**src/rtl/tick_timer_pkg.sv**
```systemverilog
package tick_timer_pkg;
  localparam int SRC_N  = 4;
  localparam int PRE_W  = 3;
  localparam int DIV_W  = (1 << PRE_W) - 1;

  typedef struct packed {
    logic             oneshot;
    logic [PRE_W-1:0] pre;
    logic [1:0]       src;
    logic             reload;
    logic             run;
  } ctrl_t;

  function automatic logic [DIV_W-1:0] div_last(input logic [PRE_W-1:0] p);
    logic [DIV_W:0] t;
    t = ((DIV_W+1)'(1) << p) - (DIV_W+1)'(1);
    return t[DIV_W-1:0];
  endfunction

  function automatic logic [3:0] chan_nibble_to_idx(input logic [3:0] nib);
    return nib - 4'd1;
  endfunction
endpackage

```
**src/rtl/tt_prescaler.sv**
```systemverilog
module tt_prescaler
  import tick_timer_pkg::*;
(
  input  logic                   clk,
  input  logic                   rst_n,
  input  logic                   clear,
  input  logic [SRC_N-1:0]       src_ticks,
  input  logic [1:0]             sel,
  input  logic [PRE_W-1:0]       pre,
  output logic                   fire
);
  logic [DIV_W-1:0] acc;
  logic             hit;
  logic             wrap;

  assign hit  = src_ticks[sel];
  assign wrap = (acc == div_last(pre));
  assign fire = hit && wrap && !clear;

  always_ff @(posedge clk) begin
    if (!rst_n)      acc <= '0;
    else if (clear)  acc <= '0;
    else if (hit)    acc <= wrap ? '0 : acc + 1'b1;
  end

  // an accumulator never passes the terminal value of the current ratio
  p_acc_bound_r3: assert property (@(posedge clk) disable iff (!rst_n)
    $stable(pre) && !clear |-> acc <= div_last(pre));
endmodule

```
**src/rtl/tt_channel.sv**
```systemverilog
module tt_channel
  import tick_timer_pkg::*;
#(
  parameter int DW = 32
) (
  input  logic            clk,
  input  logic            rst_n,
  input  logic [SRC_N-1:0] src_ticks,
  input  logic            ctrl_we,
  input  logic            ival_we,
  input  logic [DW-1:0]   wdata,
  output ctrl_t           ctrl_q,
  output logic [DW-1:0]   ival_q,
  output logic [DW-1:0]   count_q,
  output logic            expire
);
  logic step;
  logic pre_clear;

  function automatic logic [DW-1:0] stepped(input logic [DW-1:0] c,
                                            input logic [DW-1:0] iv,
                                            input logic os);
    if (c == '0) return os ? '0 : iv;
    return c - 1'b1;
  endfunction

  assign pre_clear = ctrl_we || !ctrl_q.run;

  tt_prescaler u_pre (
    .clk(clk), .rst_n(rst_n), .clear(pre_clear), .src_ticks(src_ticks),
    .sel(ctrl_q.src), .pre(ctrl_q.pre), .fire(step)
  );

  assign expire = step && (count_q == DW'(1));

  always_ff @(posedge clk) begin
    if (!rst_n)                        ctrl_q <= '0;
    else if (ctrl_we)                  ctrl_q <= ctrl_t'(wdata[7:0]);
    else if (expire && ctrl_q.oneshot) ctrl_q.run <= 1'b0;
  end

  always_ff @(posedge clk) begin
    if (!rst_n)       ival_q <= '0;
    else if (ival_we) ival_q <= wdata;
  end

  always_ff @(posedge clk) begin
    if (!rst_n)                   count_q <= '0;
    else if (ctrl_we && wdata[1]) count_q <= ival_q;
    else if (step)                count_q <= stepped(count_q, ival_q, ctrl_q.oneshot);
  end

  p_oneshot_stop_r9: assert property (@(posedge clk) disable iff (!rst_n)
    expire && ctrl_q.oneshot && !ctrl_we |=> !ctrl_q.run);
  p_reload_r6: assert property (@(posedge clk) disable iff (!rst_n)
    ctrl_we && wdata[1] |=> count_q == $past(ival_q));
  p_hold_r7: assert property (@(posedge clk) disable iff (!rst_n)
    !ctrl_q.run && !ctrl_we |=> $stable(count_q));
  p_expire_zero_r8: assert property (@(posedge clk) disable iff (!rst_n)
    expire |=> count_q == '0);
endmodule

```
**src/rtl/tt_irq.sv**
```systemverilog
module tt_irq #(
  parameter int NCH = 6
) (
  input  logic           clk,
  input  logic           rst_n,
  input  logic           mask_we,
  input  logic           stat_we,
  input  logic [NCH-1:0] wdata,
  input  logic [NCH-1:0] expire,
  output logic [NCH-1:0] mask_q,
  output logic [NCH-1:0] stat_q,
  output logic [NCH-1:0] irq
);
  logic [NCH-1:0] clr;

  assign clr = stat_we ? wdata : '0;
  assign irq = stat_q & mask_q;

  always_ff @(posedge clk) begin
    if (!rst_n) begin
      mask_q <= '0;
      stat_q <= '0;
    end else begin
      if (mask_we) mask_q <= wdata;
      stat_q <= (stat_q & ~clr) | expire;
    end
  end

  p_status_source_r8: assert property (@(posedge clk) disable iff (!rst_n)
    1'b1 |=> (stat_q & ~$past(stat_q) & ~$past(expire)) == '0);
  p_w1c_r2: assert property (@(posedge clk) disable iff (!rst_n)
    stat_we |=> (stat_q & $past(wdata) & ~$past(expire)) == '0);
endmodule

```
**src/rtl/tick_timer_bank.sv**
```systemverilog
module tick_timer_bank
  import tick_timer_pkg::*;
#(
  parameter int NCH = 6,
  parameter int DW  = 32,
  parameter int AW  = 8
) (
  input  logic          clk,
  input  logic          rst_n,
  input  logic          bus_wr,
  input  logic [AW-1:0] bus_addr,
  input  logic [DW-1:0] bus_wdata,
  output logic [DW-1:0] bus_rdata,
  input  logic [SRC_N-1:0] tick_src,
  output logic [NCH-1:0] irq
);
  localparam logic [AW-1:0] A_MASK  = AW'('h00);
  localparam logic [AW-1:0] A_STAT  = AW'('h04);
  localparam logic [AW-1:0] A_SPAREA = AW'('h90);
  localparam logic [AW-1:0] A_SPAREB = AW'('h94);
  localparam logic [3:0]    SUB_CTRL = 4'h0;
  localparam logic [3:0]    SUB_IVAL = 4'h4;
  localparam logic [3:0]    SUB_CNT  = 4'h8;

  logic [3:0] nib, sub, idx;
  logic       ch_hit;

  assign nib    = bus_addr[7:4];
  assign sub    = bus_addr[3:0];
  assign idx    = chan_nibble_to_idx(nib);
  assign ch_hit = (nib != 4'd0) && (nib <= 4'(NCH));

  ctrl_t          ctrl_arr [NCH];
  logic [DW-1:0]  ival_arr [NCH];
  logic [DW-1:0]  cnt_arr  [NCH];
  logic [NCH-1:0] expire;
  logic [NCH-1:0] mask_q, stat_q;
  logic [DW-1:0]  spare_a, spare_b;

  for (genvar i = 0; i < NCH; i++) begin : g_ch
    logic sel_i;
    assign sel_i = bus_wr && ch_hit && (idx == 4'(i));
    tt_channel #(.DW(DW)) u_ch (
      .clk(clk), .rst_n(rst_n), .src_ticks(tick_src),
      .ctrl_we(sel_i && sub == SUB_CTRL),
      .ival_we(sel_i && sub == SUB_IVAL),
      .wdata(bus_wdata),
      .ctrl_q(ctrl_arr[i]), .ival_q(ival_arr[i]), .count_q(cnt_arr[i]),
      .expire(expire[i])
    );
  end

  tt_irq #(.NCH(NCH)) u_irq (
    .clk(clk), .rst_n(rst_n),
    .mask_we(bus_wr && bus_addr == A_MASK),
    .stat_we(bus_wr && bus_addr == A_STAT),
    .wdata(bus_wdata[NCH-1:0]), .expire(expire),
    .mask_q(mask_q), .stat_q(stat_q), .irq(irq)
  );

  always_ff @(posedge clk) begin
    if (!rst_n) begin
      spare_a <= '0;
      spare_b <= '0;
    end else if (bus_wr) begin
      if (bus_addr == A_SPAREA) spare_a <= bus_wdata;
      if (bus_addr == A_SPAREB) spare_b <= bus_wdata;
    end
  end

  always_comb begin
    bus_rdata = '0;
    if (bus_addr == A_MASK)        bus_rdata = DW'(mask_q);
    else if (bus_addr == A_STAT)   bus_rdata = DW'(stat_q);
    else if (bus_addr == A_SPAREA) bus_rdata = spare_a;
    else if (bus_addr == A_SPAREB) bus_rdata = spare_b;
    else if (ch_hit) begin
      for (int i = 0; i < NCH; i++) begin
        if (idx == 4'(i)) begin
          case (sub)
            SUB_CTRL: bus_rdata = DW'(ctrl_arr[i]);
            SUB_IVAL: bus_rdata = ival_arr[i];
            SUB_CNT:  bus_rdata = cnt_arr[i];
            default:  bus_rdata = '0;
          endcase
        end
      end
    end
  end

  p_reset_quiet_r10: assert property (@(posedge clk)
    !rst_n |=> irq == '0 && stat_q == '0);
  p_irq_needs_mask_r1: assert property (@(posedge clk) disable iff (!rst_n)
    mask_q == '0 |-> irq == '0);
endmodule

```
**config.mk**
```make
export PLATFORM = sky130hd
export DESIGN_NAME = tick_timer_bank
export DESIGN_NICKNAME = d
export VERILOG_FILES = /design/src/rtl/tick_timer_pkg.sv /design/src/rtl/tt_prescaler.sv /design/src/rtl/tt_channel.sv /design/src/rtl/tt_irq.sv /design/src/rtl/tick_timer_bank.sv
export SDC_FILE = /design/constraint.sdc
export NUM_CORES = 2
export LEC_CHECK = 0
export BUFFER_PORTS_ARGS = -buffer_cell sky130_fd_sc_hd__buf_4
export CAP_MARGIN = 20
export CORE_MARGIN = 5
export CORE_UTILIZATION = 50
export CTS_CLUSTER_DIAMETER = 100
export DETAILED_ROUTE_END_ITERATION = 16
export PLACE_DENSITY = 0.64
export SYNTH_ARGS = -nofsm -noshare
export SYNTH_HDL_FRONTEND = slang
export SYNTH_HIERARCHICAL = 1
export SYNTH_SLANG_ARGS = --single-unit
```
**constraint.sdc**
```tcl
create_clock -name clk -period 4.1 [get_ports clk]
set_clock_uncertainty 0.1 [all_clocks]
set_input_delay 0.41 -clock clk [delete_from_list [all_inputs] [get_ports clk]]
set_output_delay 0.41 -clock clk [all_outputs]
set_load 0.03 [all_outputs]
```
# Word level (Yosys, flattened, before mapping)
# Index checks and enable logic that the tools add are counted.
# totals
ff_bits	550
wordCells	313
in_bits	47
latchBits	0
mem_bits_rw	0
out_inout_bits	38
mem_count	0
romBits	0
# classes
n_bitwise	5
muxes	102
order_cmp	7
n_shift	6
div	0
reduce_logical	100
mul	0
eq_ne	22
addsub	19
# ops
op	count
32-bit two-way mux	41
32-bit one-hot mux with 3 select lines	6
32-bit by 1-bit == test with 1-bit output (second input constant)	6
32-bit logical NOT	6
32-bit by 1-bit subtractor with 32-bit output (second input constant)	6
1-bit logical AND	52
7-bit by 1-bit adder with 7-bit output (second input constant)	6
7-bit == test	6
1-bit two-way mux	42
7-bit two-way mux	6
1-bit by 3-bit << shifter with 7-bit output (first input constant)	6
7-bit by 2-bit subtractor with 7-bit output (second input constant)	6
2-bit nonzero test	12
2-bit by 3-bit < comparator with 1-bit output (second input constant)	6
8-bit == test (second input constant)	2
6-bit AND	2
1-bit binary-select mux with 2-bit select	6
4-bit by 3-bit == test with 1-bit output (second input constant)	3
1-bit logical NOT	12
2-bit OR reduction	6
4-bit by 2-bit == test with 1-bit output (second input constant)	2
8-bit by 3-bit == test with 1-bit output (second input constant)	1
4-bit logical NOT	2
8-bit logical NOT	1
11 further kinds	17

# Depth between registers and ports, before layout
# logic_depth
depth_word	14
mapped_depth	18
mapped_depth_nobuf	13

# By module
# The synthesis kept the hierarchy.
# by_module_without_submodules
mod	seq_area_each_um2	cells_each	instances	area_each_um2
tt_channel	1441.4	404	6	3702.3
tick_timer_bank	1281.2	1001	1	6970.4
tt_prescaler	140.1	69	6	580.6
tt_irq	240.2	50	1	503.0

# Worst setup path before layout
# Ideal clock, no wire load.
# synth_timing
path_kind	input -> register
start	input bus_addr[1]
end	register g_ch[3].u_ch.count_q[11]
slack_ns	0.650
path_stages	18
t_arrival_ns	3.230
path_cell_list	or2_1 buf_2 nor3_4 buf_2 buf_2 nand2_1 nor3_1 clkbuf_1 inv_1 nand2_1 nor2b_1 inv_1 nand2_1 and2_1 and2_1 buf_4 buf_6 a211o_1
# synth_between
elab_chain_len	6
elab_cells_between_ends	8
# synth_lines
element	line_no	source
start, declared	tick_timer_bank.sv:11	input logic [AW-1:0] bus_addr,
4-bit logical NOT	tick_timer_bank.sv:45	.ctrl_we(sel_i && sub == SUB_CTRL),
1-bit logical AND	tick_timer_bank.sv:45	
1-bit logical OR	tt_channel.sv:27	assign pre_clear = ctrl_we || !ctrl_q.run;
named net g_ch[3].u_ch.pre_clear	tt_channel.sv:18	logic pre_clear;
1-bit logical NOT	tt_prescaler.sv:18	assign fire = hit && wrap && !clear;
1-bit logical AND	tt_prescaler.sv:18	
named net g_ch[3].u_ch.step	tt_channel.sv:17	logic step;
2-bit nonzero test (no line)	n/a	
end signal, assigned	tt_channel.sv:49	else if (ctrl_we && wdata[1]) count_q <= ival_q;
end signal, assigned	tt_channel.sv:50	else if (step) count_q <= stepped(count_q, ival_q, ctrl_q.oneshot);
end, declared	tt_channel.sv:14	output logic [DW-1:0] count_q,
# The timed path passes the listed nets, and every way through them passes these cells.
# A chain may end at the register's enable or synchronous reset.

# Final worst setup path
# layout_timing
start	register g_ch[5].u_ch/ctrl_q[6] (netlist name)
end	register g_ch[5].u_ch.count_q[14]
# layout_between
elab_chain_len	6
# layout_lines
element	line_no	source
start, declared	tt_channel.sv:12	output ctrl_t ctrl_q,
start signal, assigned	tt_channel.sv:38	else if (ctrl_we) ctrl_q <= ctrl_t'(wdata[7:0]);
1-bit by 3-bit << shifter with 7-bit output	tick_timer_pkg.sv:16	t = ((DIV_W+1)'(1) << p) - (DIV_W+1)'(1);
7-bit by 2-bit subtractor with 7-bit output	tick_timer_pkg.sv:16	
7-bit == test	tt_prescaler.sv:17	assign wrap = (acc == div_last(pre));
1-bit logical AND (2 in series)	tt_prescaler.sv:18	
named net g_ch[5].u_ch.step	tt_channel.sv:17	
2-bit nonzero test (no line)	n/a	
end signal, assigned	tt_channel.sv:49	
end signal, assigned	tt_channel.sv:50	
end, declared	tt_channel.sv:14	
# The timed path passes the listed nets, and every way through them passes these cells.

==> results.py <==
metrics = {
    "status": {
        "status": "finished, final reports clean",
    },
    "floorplanning": {
        "core-area_um2": 65750,
        "initial_core_util_pct": 50.45,
        "die_area_um2": 71590,
        "fp-row-count": 94,
        "die_y_um": 267.6,
        "ioPinCount": 85,
        "die_x_um": 267.6,
    },
    "power_and_ir_drop": {
        "power_frac_seq_pct": 44.6,
        "p_total_uw": 11990,
        "ir_drop_mv": 0.2198,
        "power.leakage_uw": 0.01330,
        "pwr-share-clk_pct": 49.1,
        "p_switching_uw": 2934,
        "swShare_pct": 24.46,
        "intPower_uw": 9060,
        "power_density_nw_per_um2": 322.7,
        "pwr-share-comb_pct": 6.2,
    },
    "logic_synthesis": {
        "ys_async_sr_fraction_pct": 0,
        "synth_nets": 3960,
        "synth_edf_count": 0,
        "ys_ff_latch": 550,
        "synth_ff_type": "dfxtp_1",
        "synth.distinct_cells": 88,
        "synth_area_um2": 33170,
        "yosys_warnings": 6,
        "ys_seq_area_share_pct": 33.19,
        "synthCells": 3889,
        "syn_area_per_cell_um2": 8.529,
    },
    "clocking": {
        "clock-sinks": 550,
        "h-tree-depth": 3,
        "cts_tree": "done",
        "clockBufferDepth": 3,
        "cts_inserted_buffers": 66,
        "cts_setup_buffers": 0,
        "clk_latency_ps": 610,
        "cts.clk_slew.worst_paths_ps": 60,
        "cts_resized": 0,
        "ctsHoldBuffers": 0,
        "root_buffer": "clkbuf_16",
    },
    "hold_path": {
        "hold_class": "primary input to register",
        "worstHoldEndpoint": "spare_b[6]",
        "hp-start": "bus_wdata[6]",
        "hold_depth": 3,
    },
    "global_routing": {
        "grt_util_all_layers_pct": 36.60,
        "grt_max_degree": 113,
        "grt_pass1_vias": 30700,
        "grt_pass1_wl_um": 202400,
        "overflow": 0,
        "antenna_found_initial": 1,
    },
    "final_layout": {
        "nets": 4010,
        "drive_gt1_share_pct": 13.83,
        "n_antenna_cell": 0,
        "syn_to_final_growth_pct": 12.04,
        "mostFrequentLayoutCell": "dfxtp_1",
        "final_cell_mix": "550 x dfxtp_1, 366 x nand2_1, 273 x mux2i_1",
        "layoutNonFillerInstCount": 4847,
    },
    "drt": {
        "drc_errors": 0,
        "avgViaCountPerCell": 6.854,
        "ant_nets": 0,
        "avgRoutedWirePerCell_um": 28.21,
        "wl_um": 136700,
        "drtIter0Drc": 4253,
        "drt_pass1_iterations": 8,
        "vias": 33220,
    },
    "timing": {
        "setup_ws_ps": 280.3,
        "finalSetupViolCount": 0,
        "setup_tns_ps": 0,
        "min_period_ps": 3820,
        "min_period_over_period_pct": 93.16,
        "tightest_slew_ps": 1080,
        "finalHoldViolations": 0,
        "grt_setup_unrepaired": "no",
        "timing.fmax_mhz": 261.8,
        "drv_slew": 0,
        "slew_headroom_pct": 27.32,
    },
    "placed_design": {
        "dp_slack_ps": 409.1,
        "port_buffers": 84,
        "gp_congestion": 1.031,
        "dp_cells": 4735,
        "dp.final_hpwl_um": 98890,
    },
    "setup_path": {
        "r2r-start": "g_ch[5].u_ch/ctrl_q[6]",
        "crit_required_ps": 4470,
        "ff2ff_path_depth": 14,
        "r2r_slack_ps": 280,
        "critical_path_class": "register to register",
        "crit_path_max_fanout": 22,
        "cp-start-kind": "register",
        "cp-end-kind": "register",
        "r2r_end": "g_ch[5].u_ch/count_q[14]",
        "critPathArrivalTime_ps": 4190,
    },
    "flow_run": {
        "cap_violations": 0,
    },
}
-- cell usage after synthesis (25+ instances only) --
cell         n  area share [%]
a22o_1      30            0.79
o211ai_1    26            0.59
or4_1       54             1.2
clkbuf_1   129             1.5
nand3_1     55            0.83
a31oi_1     42            0.79
a22oi_1    127             2.9
nor2_1     163             1.8
xnor2_1     48             1.3
a221o_1     26            0.78
or2_2       32            0.60
mux2i_1    273             8.2
inv_1       48            0.54
nor3_1     135             2.0
dfxtp_1    550              33
a21oi_1    150             2.3
nand2_1    366             4.1
or3_1       43            0.81
xor2_1      30            0.79
a21boi_0    50             1.1
nor4_1     105             2.0
buf_1       25            0.28
o31ai_1     51             1.2
a211o_1     37            0.98
nand4_1     57             1.1
buf_2       86             1.3
a21boi_1    26            0.59
o2bb2ai_1   37            0.98
o21ai_0    175             2.6
nor2b_1    270             5.1
and2_1      50            0.94
a221oi_1    54             1.4
o22ai_1     39            0.74
-- logic make-up after synthesis --
kind of cell / count (synthesis) / share of synthesized area [%]
adders and majority gates: 24 / 0.9053
DFF: 550 / 33.19
muxes: 286 / 8.883
xor gates and xnor gates: 78 / 2.060
and+or+nand+nor: 1494 / 25.08
AOI/OAI and AO/OA: 1126 / 25.09
buffers and inverters: 331 / 4.783
-- per-layer routing --
metal | wire length [um] | part of all wire [%] | vias to the layer above | track usage [%]
li1 | - | - | 14830 | -
met1 | 53980 | 39 | 15930 | 49.05
met2 | 59730 | 44 | 2051 | 56.55
met3 | 14630 | 11 | 414 | 7.313
met4 | 8393 | 6.1 | 2 | 18.00
met5 | 7 | 0.0051 | - | 0
-- sequential cells by signal, indices dropped and copies added (netlist names) --
register,cells
g_ch.u_ch/u_pre/acc,42
g_ch.u_ch/ival_q,192
g_ch.u_ch/ctrl_q,48
u_irq/mask_q,6
spare_a,32
spare_b,32
u_irq/stat_q,6
g_ch.u_ch/count_q,192
-- worst max-delay path by stage --
stage | from | to | slack [ps] | depth (start not counted)
detailed placement | g_ch[5].u_ch/ctrl_q[6] | g_ch[5].u_ch/count_q[14] | 410 | 14
floorplan | bus_addr[1] | g_ch[3].u_ch/count_q[11] | 650 | 18
CTS | g_ch[5].u_ch/ctrl_q[6] | g_ch[5].u_ch/count_q[14] | 370 | 14
finish | g_ch[5].u_ch/ctrl_q[6] | g_ch[5].u_ch/count_q[14] | 280 | 14
global placement | bus_addr[2] | bus_rdata[11] | 470 | 10
global route | g_ch[5].u_ch/ctrl_q[6] | g_ch[5].u_ch/count_q[17] | 130 | 14
-- power by group through the flow --
stage	clock (uW)	sequential, uW	combinational (uW)
after floorplan	0	5470	362
final	5890	5350	749
after CTS	5950	5350	718
after global placement	0	5470	718
after detailed placement	0	5470	717
after global routing	6180	5350	758
-- critical path, stage by stage, from the launching register on --
cell and delay [ps]:
dfxtp_1 500, nor2_1 130, nand2_1 90, ha_1 280
nor2b_1 240, o2bb2ai_1 170, a221oi_2 100, nor4b_4 350
nor2b_1 400, buf_4 340, nor2_1 160, buf_4 190
or3_1 340, a22oi_1 180, o2bb2ai_1 90
-- cell type report --
| type | count | area (um2) |
|---|---|---|
| fill | 6150 | 28580 |
| multi-input combinational | 3008 | 20640 |
| sequential | 550 | 11010 |
| timing repair buffer | 265 | 2110 |
| clock buffer | 97 | 2003 |
| tap | 864 | 1081 |
| inverter | 48 | 180.2 |
| clock inverter | 15 | 136.4 |
-- through the flow --
step | cell area, um2 | hold WS [ps] | utilization [%]
6_report | 37160 | 81.53 | 56.53
5_1_grt | 37160 | 72.01 | 56.53
4_1_cts | 37160 | 54.01 | 56.53
3_5_place_dp | 35020 | 347.3 | 53.27
3_3_place_gp | 35020 | 338.9 | 53.27
2_1_floorplan | 33170 | 331.9 | -
Power figures use the tool's default switching activity.
